<file path="config.mk">
export PLATFORM = sky130hd
export DESIGN_NAME = audio_align_pack
export DESIGN_NICKNAME = d
export VERILOG_FILES = /design/src/rtl/apu_pkg.sv /design/src/rtl/apu_bitbuf.sv /design/src/rtl/apu_playback.sv /design/src/rtl/apu_capture.sv /design/src/rtl/audio_align_pack.sv
export SDC_FILE = /design/constraint.sdc
export NUM_CORES = 2
export LEC_CHECK = 0
export BUFFER_PORTS_ARGS = -buffer_cell sky130_fd_sc_hd__clkbuf_2
export CAP_MARGIN = 20
export CELL_PAD_IN_SITES_DETAIL_PLACEMENT = 0
export CELL_PAD_IN_SITES_GLOBAL_PLACEMENT = 1
export CORE_ASPECT_RATIO = 1.4
export CORE_MARGIN = 4
export CORE_UTILIZATION = 47
export DETAILED_ROUTE_END_ITERATION = 8
export PLACE_DENSITY_LB_ADDON = 0.1
export RECOVER_POWER = 25
export SLEW_MARGIN = 5
export SYNTH_ARGS = -nofsm -noshare
export SYNTH_HDL_FRONTEND = slang
export SYNTH_SLANG_ARGS = --single-unit
</file>
<file path="constraint.sdc">
create_clock -name clk_i -period 5.8 [get_ports clk_i]
set_clock_uncertainty 0.05 [all_clocks]
set_input_delay 0.58 -clock clk_i [delete_from_list [all_inputs] [get_ports clk_i]]
set_output_delay 0.58 -clock clk_i [all_outputs]
set_load 0.1 [all_outputs]
</file>
<file path="src/rtl/apu_pkg.sv">
package apu_pkg;
  localparam int SLOT_W = 32;
  localparam int WID_W  = $clog2(SLOT_W + 1);

  typedef logic [WID_W-1:0]  wid_t;
  typedef logic [SLOT_W-1:0] slot_t;

  typedef enum logic [2:0] {
    SW_8  = 3'd0,
    SW_16 = 3'd1,
    SW_18 = 3'd2,
    SW_20 = 3'd3,
    SW_24 = 3'd4,
    SW_32 = 3'd5
  } width_sel_e;

  function automatic wid_t width_bits(logic [2:0] sel);
    case (width_sel_e'(sel))
      SW_8:    return wid_t'(8);
      SW_16:   return wid_t'(16);
      SW_18:   return wid_t'(18);
      SW_20:   return wid_t'(20);
      SW_24:   return wid_t'(24);
      default: return wid_t'(SLOT_W);
    endcase
  endfunction

  function automatic slot_t low_mask(wid_t w);
    if (w >= wid_t'(SLOT_W)) return '1;
    return (slot_t'(1) << w) - slot_t'(1);
  endfunction

  // s must be clean above bit w-1
  function automatic slot_t align_slot(slot_t s, wid_t w, logic right);
    slot_t m;
    m = low_mask(w);
    if (right) return s[w - wid_t'(1)] ? (s | ~m) : (s & m);
    return s << (wid_t'(SLOT_W) - w);
  endfunction

  function automatic slot_t extract_sample(slot_t c, wid_t w, logic right);
    if (right) return c & low_mask(w);
    return c >> (wid_t'(SLOT_W) - w);
  endfunction
endpackage

</file>
<file path="src/rtl/apu_bitbuf.sv">
module apu_bitbuf #(
  parameter  int DATA_W = 32,
  parameter  int BUF_W  = 3 * DATA_W,
  localparam int CNT_W  = $clog2(BUF_W + 1)
) (
  input  logic              clk_i,
  input  logic              rst_ni,
  input  logic              clear_i,
  input  logic              push_i,
  input  logic [DATA_W-1:0] push_data_i,
  input  logic [CNT_W-1:0]  push_len_i,
  input  logic              pop_i,
  input  logic [CNT_W-1:0]  pop_len_i,
  output logic [DATA_W-1:0] head_o,
  output logic [CNT_W-1:0]  level_o
);
  logic [BUF_W-1:0] bits_q, bits_d, shifted;
  logic [CNT_W-1:0] level_q, level_d, lvl_mid;

  // pop from the bottom first, then append above what remains
  always_comb begin
    shifted = pop_i ? (bits_q >> pop_len_i) : bits_q;
    lvl_mid = pop_i ? (level_q - pop_len_i) : level_q;
    bits_d  = shifted;
    level_d = lvl_mid;
    if (push_i) begin
      bits_d  = shifted | (BUF_W'(push_data_i) << lvl_mid);
      level_d = lvl_mid + push_len_i;
    end
  end

  always_ff @(posedge clk_i or negedge rst_ni) begin
    if (!rst_ni) begin
      bits_q  <= '0;
      level_q <= '0;
    end else if (clear_i) begin
      bits_q  <= '0;
      level_q <= '0;
    end else begin
      bits_q  <= bits_d;
      level_q <= level_d;
    end
  end

  assign head_o  = bits_q[DATA_W-1:0];
  assign level_o = level_q;
endmodule

</file>
<file path="src/rtl/apu_playback.sv">
module apu_playback
  import apu_pkg::*;
#(
  parameter  int BUF_W = 3 * SLOT_W,
  localparam int CNT_W = $clog2(BUF_W + 1)
) (
  input  logic             clk_i,
  input  logic             rst_ni,
  input  logic             clear_i,
  input  wid_t             w_i,
  input  logic             right_i,
  input  logic             packed_i,
  input  slot_t            mem_data_i,
  input  logic             mem_valid_i,
  output logic             mem_ready_o,
  output slot_t            slot_data_o,
  output logic             slot_valid_o,
  input  logic             slot_ready_i,
  output logic [CNT_W-1:0] level_o
);
  slot_t            head, push_data;
  logic [CNT_W-1:0] push_len;
  logic             push, pop;

  assign push_data = packed_i ? mem_data_i : (mem_data_i & low_mask(w_i));
  assign push_len  = packed_i ? CNT_W'(SLOT_W) : CNT_W'(w_i);

  // room for a whole word keeps ready off the slot_ready path
  assign mem_ready_o  = level_o <= CNT_W'(BUF_W - SLOT_W);
  assign push         = mem_valid_i && mem_ready_o;
  assign slot_valid_o = level_o >= CNT_W'(w_i);
  assign pop          = slot_valid_o && slot_ready_i;
  assign slot_data_o  = align_slot(head & low_mask(w_i), w_i, right_i);

  apu_bitbuf #(.DATA_W(SLOT_W), .BUF_W(BUF_W)) u_buf (
    .clk_i      (clk_i),
    .rst_ni     (rst_ni),
    .clear_i    (clear_i),
    .push_i     (push),
    .push_data_i(push_data),
    .push_len_i (push_len),
    .pop_i      (pop),
    .pop_len_i  (CNT_W'(w_i)),
    .head_o     (head),
    .level_o    (level_o)
  );
endmodule

</file>
<file path="src/rtl/apu_capture.sv">
module apu_capture
  import apu_pkg::*;
#(
  parameter  int BUF_W = 3 * SLOT_W,
  localparam int CNT_W = $clog2(BUF_W + 1)
) (
  input  logic             clk_i,
  input  logic             rst_ni,
  input  logic             clear_i,
  input  wid_t             w_i,
  input  logic             right_i,
  input  logic             packed_i,
  input  logic             flush_i,
  input  slot_t            slot_data_i,
  input  logic             slot_valid_i,
  output logic             slot_ready_o,
  output slot_t            mem_data_o,
  output logic             mem_valid_o,
  input  logic             mem_ready_i,
  output logic [CNT_W-1:0] level_o
);
  slot_t            sample, push_data, head;
  logic [CNT_W-1:0] push_len, pop_len;
  logic             push, pop, full, flush_q, flush_done;

  assign sample    = extract_sample(slot_data_i, w_i, right_i);
  assign push_data = packed_i ? sample : align_slot(sample, w_i, 1'b1);
  assign push_len  = packed_i ? CNT_W'(w_i) : CNT_W'(SLOT_W);

  // input frozen while a flush drains so the partial word is final
  assign slot_ready_o = (level_o <= CNT_W'(BUF_W - SLOT_W)) && !flush_q;
  assign push         = slot_valid_i && slot_ready_o;

  assign full        = level_o >= CNT_W'(SLOT_W);
  assign mem_valid_o = full || (flush_q && level_o != '0);
  assign pop         = mem_valid_o && mem_ready_i;
  assign pop_len     = full ? CNT_W'(SLOT_W) : level_o;
  assign mem_data_o  = head;

  assign flush_done = (level_o == '0) || (pop && level_o <= CNT_W'(SLOT_W));

  always_ff @(posedge clk_i or negedge rst_ni) begin
    if (!rst_ni)      flush_q <= 1'b0;
    else if (clear_i) flush_q <= 1'b0;
    else              flush_q <= flush_i || (flush_q && !flush_done);
  end

  apu_bitbuf #(.DATA_W(SLOT_W), .BUF_W(BUF_W)) u_buf (
    .clk_i      (clk_i),
    .rst_ni     (rst_ni),
    .clear_i    (clear_i),
    .push_i     (push),
    .push_data_i(push_data),
    .push_len_i (push_len),
    .pop_i      (pop),
    .pop_len_i  (pop_len),
    .head_o     (head),
    .level_o    (level_o)
  );
endmodule

</file>
<file path="src/rtl/audio_align_pack.sv">
module audio_align_pack
  import apu_pkg::*;
#(
  parameter  int BUF_WORDS = 3,
  localparam int BUF_W     = BUF_WORDS * SLOT_W,
  localparam int CNT_W     = $clog2(BUF_W + 1)
) (
  input  logic        clk_i,
  input  logic        rst_ni,
  input  logic        clear_i,
  input  logic [2:0]  width_sel_i,
  input  logic        right_just_i,
  input  logic        packed_i,
  input  logic        flush_i,
  input  logic [31:0] pb_mem_data_i,
  input  logic        pb_mem_valid_i,
  output logic        pb_mem_ready_o,
  output logic [31:0] pb_slot_data_o,
  output logic        pb_slot_valid_o,
  input  logic        pb_slot_ready_i,
  input  logic [31:0] cap_slot_data_i,
  input  logic        cap_slot_valid_i,
  output logic        cap_slot_ready_o,
  output logic [31:0] cap_mem_data_o,
  output logic        cap_mem_valid_o,
  input  logic        cap_mem_ready_i
);
  wid_t             w;
  logic [CNT_W-1:0] pb_level, cap_level;

  assign w = width_bits(width_sel_i);

  apu_playback #(.BUF_W(BUF_W)) u_pb (
    .clk_i       (clk_i),
    .rst_ni      (rst_ni),
    .clear_i     (clear_i),
    .w_i         (w),
    .right_i     (right_just_i),
    .packed_i    (packed_i),
    .mem_data_i  (pb_mem_data_i),
    .mem_valid_i (pb_mem_valid_i),
    .mem_ready_o (pb_mem_ready_o),
    .slot_data_o (pb_slot_data_o),
    .slot_valid_o(pb_slot_valid_o),
    .slot_ready_i(pb_slot_ready_i),
    .level_o     (pb_level)
  );

  apu_capture #(.BUF_W(BUF_W)) u_cap (
    .clk_i       (clk_i),
    .rst_ni      (rst_ni),
    .clear_i     (clear_i),
    .w_i         (w),
    .right_i     (right_just_i),
    .packed_i    (packed_i),
    .flush_i     (flush_i),
    .slot_data_i (cap_slot_data_i),
    .slot_valid_i(cap_slot_valid_i),
    .slot_ready_o(cap_slot_ready_o),
    .mem_data_o  (cap_mem_data_o),
    .mem_valid_o (cap_mem_valid_o),
    .mem_ready_i (cap_mem_ready_i),
    .level_o     (cap_level)
  );
endmodule

</file>
Word level (Yosys, flattened, before mapping)

Index checks and enable logic that the tools add are counted.
Widths: inputs -> output; s select.

Output and inout bits: 68
Memories kept: 0
Logic and storage cells: 92
Bits in registers: 207
Memory bits (read-only): 0
Bits in latches: 0
Memory bits (writable): 0

Div/mod/pow operators: 0
Multiply operators: 0
$lt $le $gt $ge: 7
Reductions and logical operators: 16
Equality and inequality tests: 4
Shifts and indexed selects: 7
Multiplexer cells: 36
Bitwise gates (word level): 10
Add/subtract/negate cells: 7

Operators with widths:

| operator              | number |
|---|---|
| $mux 96               | 6 |
| $mux 32               | 12 |
| $or 96x96->96         | 2 |
| $shl 32x7->96         | 2 |
| $and 32x32->32        | 5 |
| $shr 96x6->96         | 1 |
| $shr 96x7->96         | 1 |
| $or 32x32->32         | 2 |
| $mux 7                | 7 |
| $not 32->32           | 1 |
| $shl 1x6->32 const A  | 1 |
| $shl 32x6->32         | 1 |
| $shr 32x6->32         | 1 |
| $sub 32x1->32 const B | 1 |
| $pmux 6 s5            | 1 |
| $add 7x7->7           | 2 |
| $le 7x7->1 const B    | 2 |
| $mux 6                | 2 |
| $bmux 1 s5            | 2 |
| $logic_and 1x1->1     | 8 |
| $ge 7x6->1            | 1 |
| $ge 7x6->1 const B    | 1 |
| $le 7x6->1 const B    | 1 |
| $logic_not 7->1       | 1 |
| 14 further kinds      | 23 |

Longest topological paths before layout

Depth in word-level cells: 18
Gate-level depth with buffers: 25
Gate-level depth less buffers: 18

Modules after synthesis

Synthesis repeated with hierarchy kept, for this count alone.

Cells, all modules: 4974
Area, all modules: 41068.1 um^2

Modules (own cells, without submodules):

| module                   | area each (um^2) | cells each | sequential area each (um^2) | instances |
|---|---|---|---|---|
| apu_bitbuf (u_pb.u_buf)  | 15384.8          | 1704       | 2577.5                      | 1 |
| apu_bitbuf (u_cap.u_buf) | 15170.8          | 1747       | 2577.5                      | 1 |
| apu_playback             | 5644.2           | 827        | 0.0                         | 1 |
| apu_capture              | 4827.1           | 689        | 25.0                        | 1 |
| audio_align_pack         | 41.3             | 7          | 0.0                         | 1 |

Least setup slack after synthesis

Ideal clock, no wire load.

Path kind: input-to-output
Start point: input width_sel_i[1]
End point: output pb_slot_data_o[10]
Stages on the path: 24
Arrival: 6704 ps
Path slack: -1534 ps
Cells stage by stage: buf_4 o21a_1 inv_2 buf_2 buf_2 nand2_1 ha_1 clkbuf_1 nand2_1 clkbuf_1 ha_1 clkbuf_1 clkbuf_1 clkbuf_1 nand2_1 nand2_1 o21ai_0 a211oi_1 o21ai_0 mux2_2 clkbuf_1 nor2_1 a21oi_1 o21ai_0

Word-level cells in the longest chain between the ends: 11
Elaborated cells on any way between the ends: 23

Ends and longest elaborated chain:

| item                                       | RTL line                     | text |
|---|---|---|
| from (decl)                                | audio_align_pack.sv:11       | `input logic [2:0] width_sel_i,` |
| $eq 3x3->1 (tied with other cells)         | apu_pkg.sv:18                | `case (width_sel_e'(sel))` |
| $pmux 6 s5 *                               | apu_pkg.sv:18                |  |
| $shl 1x6->32 or $ge 6x6->1 (tied branches) | apu_pkg.sv:30, apu_pkg.sv:29 |  |
| $sub 32x1->32 or $mux 1 (tied branches)    | apu_pkg.sv:30, apu_pkg.sv:29 |  |
| $mux 32                                    | apu_pkg.sv:30                | `return (slot_t'(1) << w) - slot_t'(1);` |
| $and 32x32->32                             | apu_playback.sv:33           | `assign slot_data_o = align_slot(head & low_mask(w_i), w_i, right_i);` |
| $bmux 1 s5                                 | apu_pkg.sv:37                | `if (right) return s[w - wid_t'(1)] ? (s \| ~m) : (s & m);` |
| $mux 1 (implied by the code)               | apu_pkg.sv:37                |  |
| $mux 32 (2 in series)                      | apu_pkg.sv:37                |  |
| $mux 32 *                                  | apu_pkg.sv:38                | `return s << (wid_t'(SLOT_W) - w);` |
| to (decl)                                  | audio_align_pack.sv:18       | `output logic [31:0] pb_slot_data_o,` |

Every way passes the cells marked *; elsewhere a longest branch is shown, timed or not. The select of a mux whose other input is x is not followed.

Final worst setup path

Start point: input width_sel_i[0]
End point: output pb_slot_data_o[18]

Same word-level chain as after synthesis.

==> results.md <==
* CTS tree: done
* Num CTS Buffers at 26
* Slowest-stage cell, CP: nand2b_1
* Via count at 35730
* Post-CTS sizing at 0
* Pin count of the biggest net entering global routing at 187
* Area grow syn2layout at 10.6%
* ANT nets after route at 0
* Core Util, Final at 0.526
* Synth Cell Area at 0.0290 mm²
* Area leader, netlist: dfrtp_1
* Metal-1 WL at 53.0 mm
* Crit path top cell by count: o21ai_0
* CP Cell Sequence: clkbuf_8 > or3_1 > nand2_1 > ha_1 > nand2_1 > ha_1 > buf_4 > o21ai_0 > nor2_1 > a31oi_1 > buf_4 > inv_1 > o21ai_0 > mux2_2 > nand2b_1 > o21ai_0 > nor2_1 > a31oi_4 > buf_12
* Final hold vios at 0
* # clock sinks at 206
* DRT iter0 DRCs at 5363
* IO Count at 145
* Max layer used: met5
* Predominant post-synthesis flop cell: dfrtp_1
* Netlist cell types at 119
* Initial Util at 0.475
* Max Slew Vio Count at 105
* Synth top area cells: dfrtp_1 (18%), mux2i_1 (17%), nand2_1 (6.4%)
* Metal3 WL at 16.2 mm
* Die span in y at 302 µm
* WL final at around 160 mm
* CP arrival at 4.58 ns
* Post-synth top cells: mux2i_1 (505), nand2_1 (493), nor2_1 (452)
* #FFs+latches synth at 206
* Max incr delay on CP at 0.43 ns
* RSZ-0062 raised after global routing: false
* Buf/Inv on CP at 5
* Post-synth EDFFs at 0
* Worst Hold Class: in2reg
* Hold Slack at 0.161 ns
* Wire length of the first global-routing pass at 238 mm
* CTS clk-pin slew, worst paths at ~0.07 ns
* CP endpoint kind: output port
* Post-CTS Setup Bufs at 0
* Number of global-route vias before repair at 34366
* FMAX at 0.192 GHz
* Drc violations at 0
* Tcrit/Tclk final at 0.897
* All-Layer GR Usage at 0.481
* RD Place Congestion at ~1.1
* Rel. slew slack at -1.05
* Yosys warns at 0
* Drt wl/cell at roughly 34 µm
* CP Class: in2out
* Insertion delay to the later sink of the worst-skew pair at 0.60 ns
* Post-Place Cells at 4744
* P_leak at 14.2 nW
* Worst Path Required at slightly above 5 ns
* Input/output buffers at 144
* # hold bufs at CTS at 0
* Row cnt at 107
* Slew @ Worst Pin at 3.08 ns
* Detail Placement HPWL at roughly 120 mm
* Drt pass-1 iters at 7
* Sequential cell area fraction in the yosys report at 0.178
* DR WL met2 at 73.5 mm
* Cell count after synthesis at 4038
* Vias/cell at between 7 and 8
* Die ar. at 0.0658 mm²
* Layout Cells excl Fill at 4808
* Worst setup SP type: input port
* Die width at 218 µm
* Fin nets at 4060
* Global route overflow at 0
* Max Root-Sink Buffers at 3
* Final min period at 5.21 ns
* Fill count at 6116
* Status: complete, but fails checks
* CP Max Fanout at 19
* # setup viols final at 0
* Peak supply drop at 372 µV
* Initial antenna violation count at 9
* Fraction of final layout cells sized beyond drive strength 1 at 0.137
* Root buffer cell: clkbuf_16
* Pwr/cell area at about 470 mW/mm²
* Core area at 0.0610 mm²
* H-tree depth at 1
* Async S/R FF share, synth at 1.00
* Syn_area_per_cell at 7.19 µm²
* Max Cap Viol at 1
* Failing checks: max-capacitance violations, max-slew violations
* Count leader, synth: mux2i_1
* Share of the synthesized area in the top cell type at 0.178
* Kind of cell adding the most delay to the critical path: simple AND/OR/NAND/NOR gates
per-stage QoR:
step	instance area, µm²	worst slack [ns]	setup TNS, ns	total power, W
5_1_grt	32100	0.334	0	0.0156
2_1_floorplan	29300	-0.0724	-0.0724	0.00914
4_1_cts	32000	0.705	0	0.0147
3_3_place_gp	31100	0.410	0	0.0127
6_report	32100	0.595	0	0.0152
3_5_place_dp	31100	0.442	0	0.0128
kinds of logic (layout without fill, tap and decap cells):
group / Yosys count / count (layout) / synth area share
AOI/OAI and AO/OA: 1405 / 1405 / 0.330
and+or+nand+nor: 1367 / 1367 / 0.210
muxes: 549 / 549 / 0.193
buffers and inverters: 474 / 415 / 0.0742
DFF: 206 / 206 / 0.178
adders and majority gates: 22 / 22 / 0.0102
xor gates and xnor gates: 14 / 14 / 0.00448
other: 1 / 13 / 0.000129
cells in the final DEF, fill, tap and decap left out, types with 11 or more instances in the layout:
cell type / instances
and3_1: 31
a211oi_1: 174
a31oi_1: 64
nor3_1: 96
clkbuf_2: 107
o221ai_1: 41
o22ai_1: 70
mux2_2: 39
o21ai_0: 225
nand3_1: 91
o32ai_1: 18
o211ai_1: 29
a222oi_1: 23
nand2_1: 490
buf_12: 40
dfrtp_1: 206
clkbuf_16: 26
mux2i_1: 498
a221o_1: 18
diode_2: 11
ha_1: 18
a21oi_1: 325
a22oi_1: 40
o21ai_1: 32
a21o_1: 33
nor2_1: 450
o21a_1: 19
buf_4: 171
or3_1: 15
a221oi_1: 61
o2bb2ai_1: 12
nand4_1: 12
and2_1: 38
a311oi_1: 11
inv_1: 30
nor2b_1: 23
o31ai_1: 31
nand2b_1: 29
report_power, final:
| part | total, W | switching, W | internal, W |
|---|---|---|---|
| combinational | 0.0106 | 0.00741 | 0.00321 |
| sequential | 0.00272 | 0.000888 | 0.00183 |
| clock | 0.00182 | 0.000749 | 0.00107 |
tightest hold or removal path: cells and delay by family:
kind	cells	cell delay [ns]
AO/OA/AOI/OAI	1	0.05
buffers and inverters	2	0.14
final cells by class:
cell class	count	area (µm²)	share of cell area
clock buffers	37	742	0.0231
diodes	11	27.5	0.000858
repair buffers	327	2700	0.0843
inverters	42	159	0.00495
well taps	817	1020	0.0319
multi-input cells	3359	22100	0.689
flip-flops and latches	206	5150	0.161
clock inverters	9	178	0.00554
path summary, 6_finish.rpt:
check | from | end | slack (ns) | depth (start not counted)
worst max-delay path | width_sel_i[0] | pb_slot_data_o[18] | 0.59 | 19
worst min-delay path | flush_i | u_cap.flush_q | 0.16 | 3
worst max register to register | u_pb.u_buf.level_o[1] | u_pb.u_buf.bits_q[89] | 0.74 | 13
worst min register to register | u_pb.u_buf.bits_q[52] | u_pb.u_buf.bits_q[52] | 0.56 | 2
max in group asynchronous | rst_ni | u_cap.u_buf.bits_q[10] | 2.82 | 2
min in group asynchronous | rst_ni | u_pb.u_buf.bits_q[72] | 0.93 | 1
metal layers:
metal	global-route usage	up-vias
li1	-	15024
met1	0.511	16873
met2	0.770	2827
met3	0.126	1004
met4	0.450	2
met5	0.00741	-
sequential cells by signal, indices dropped and copies added (netlist names):
name                 flops
u_pb.u_buf.bits_q       96
u_cap.u_buf.bits_q      96
u_cap.u_buf.level_o      7
u_cap.flush_q            1
u_pb.u_buf.level_o       6
Power figures use the tool's default switching activity.
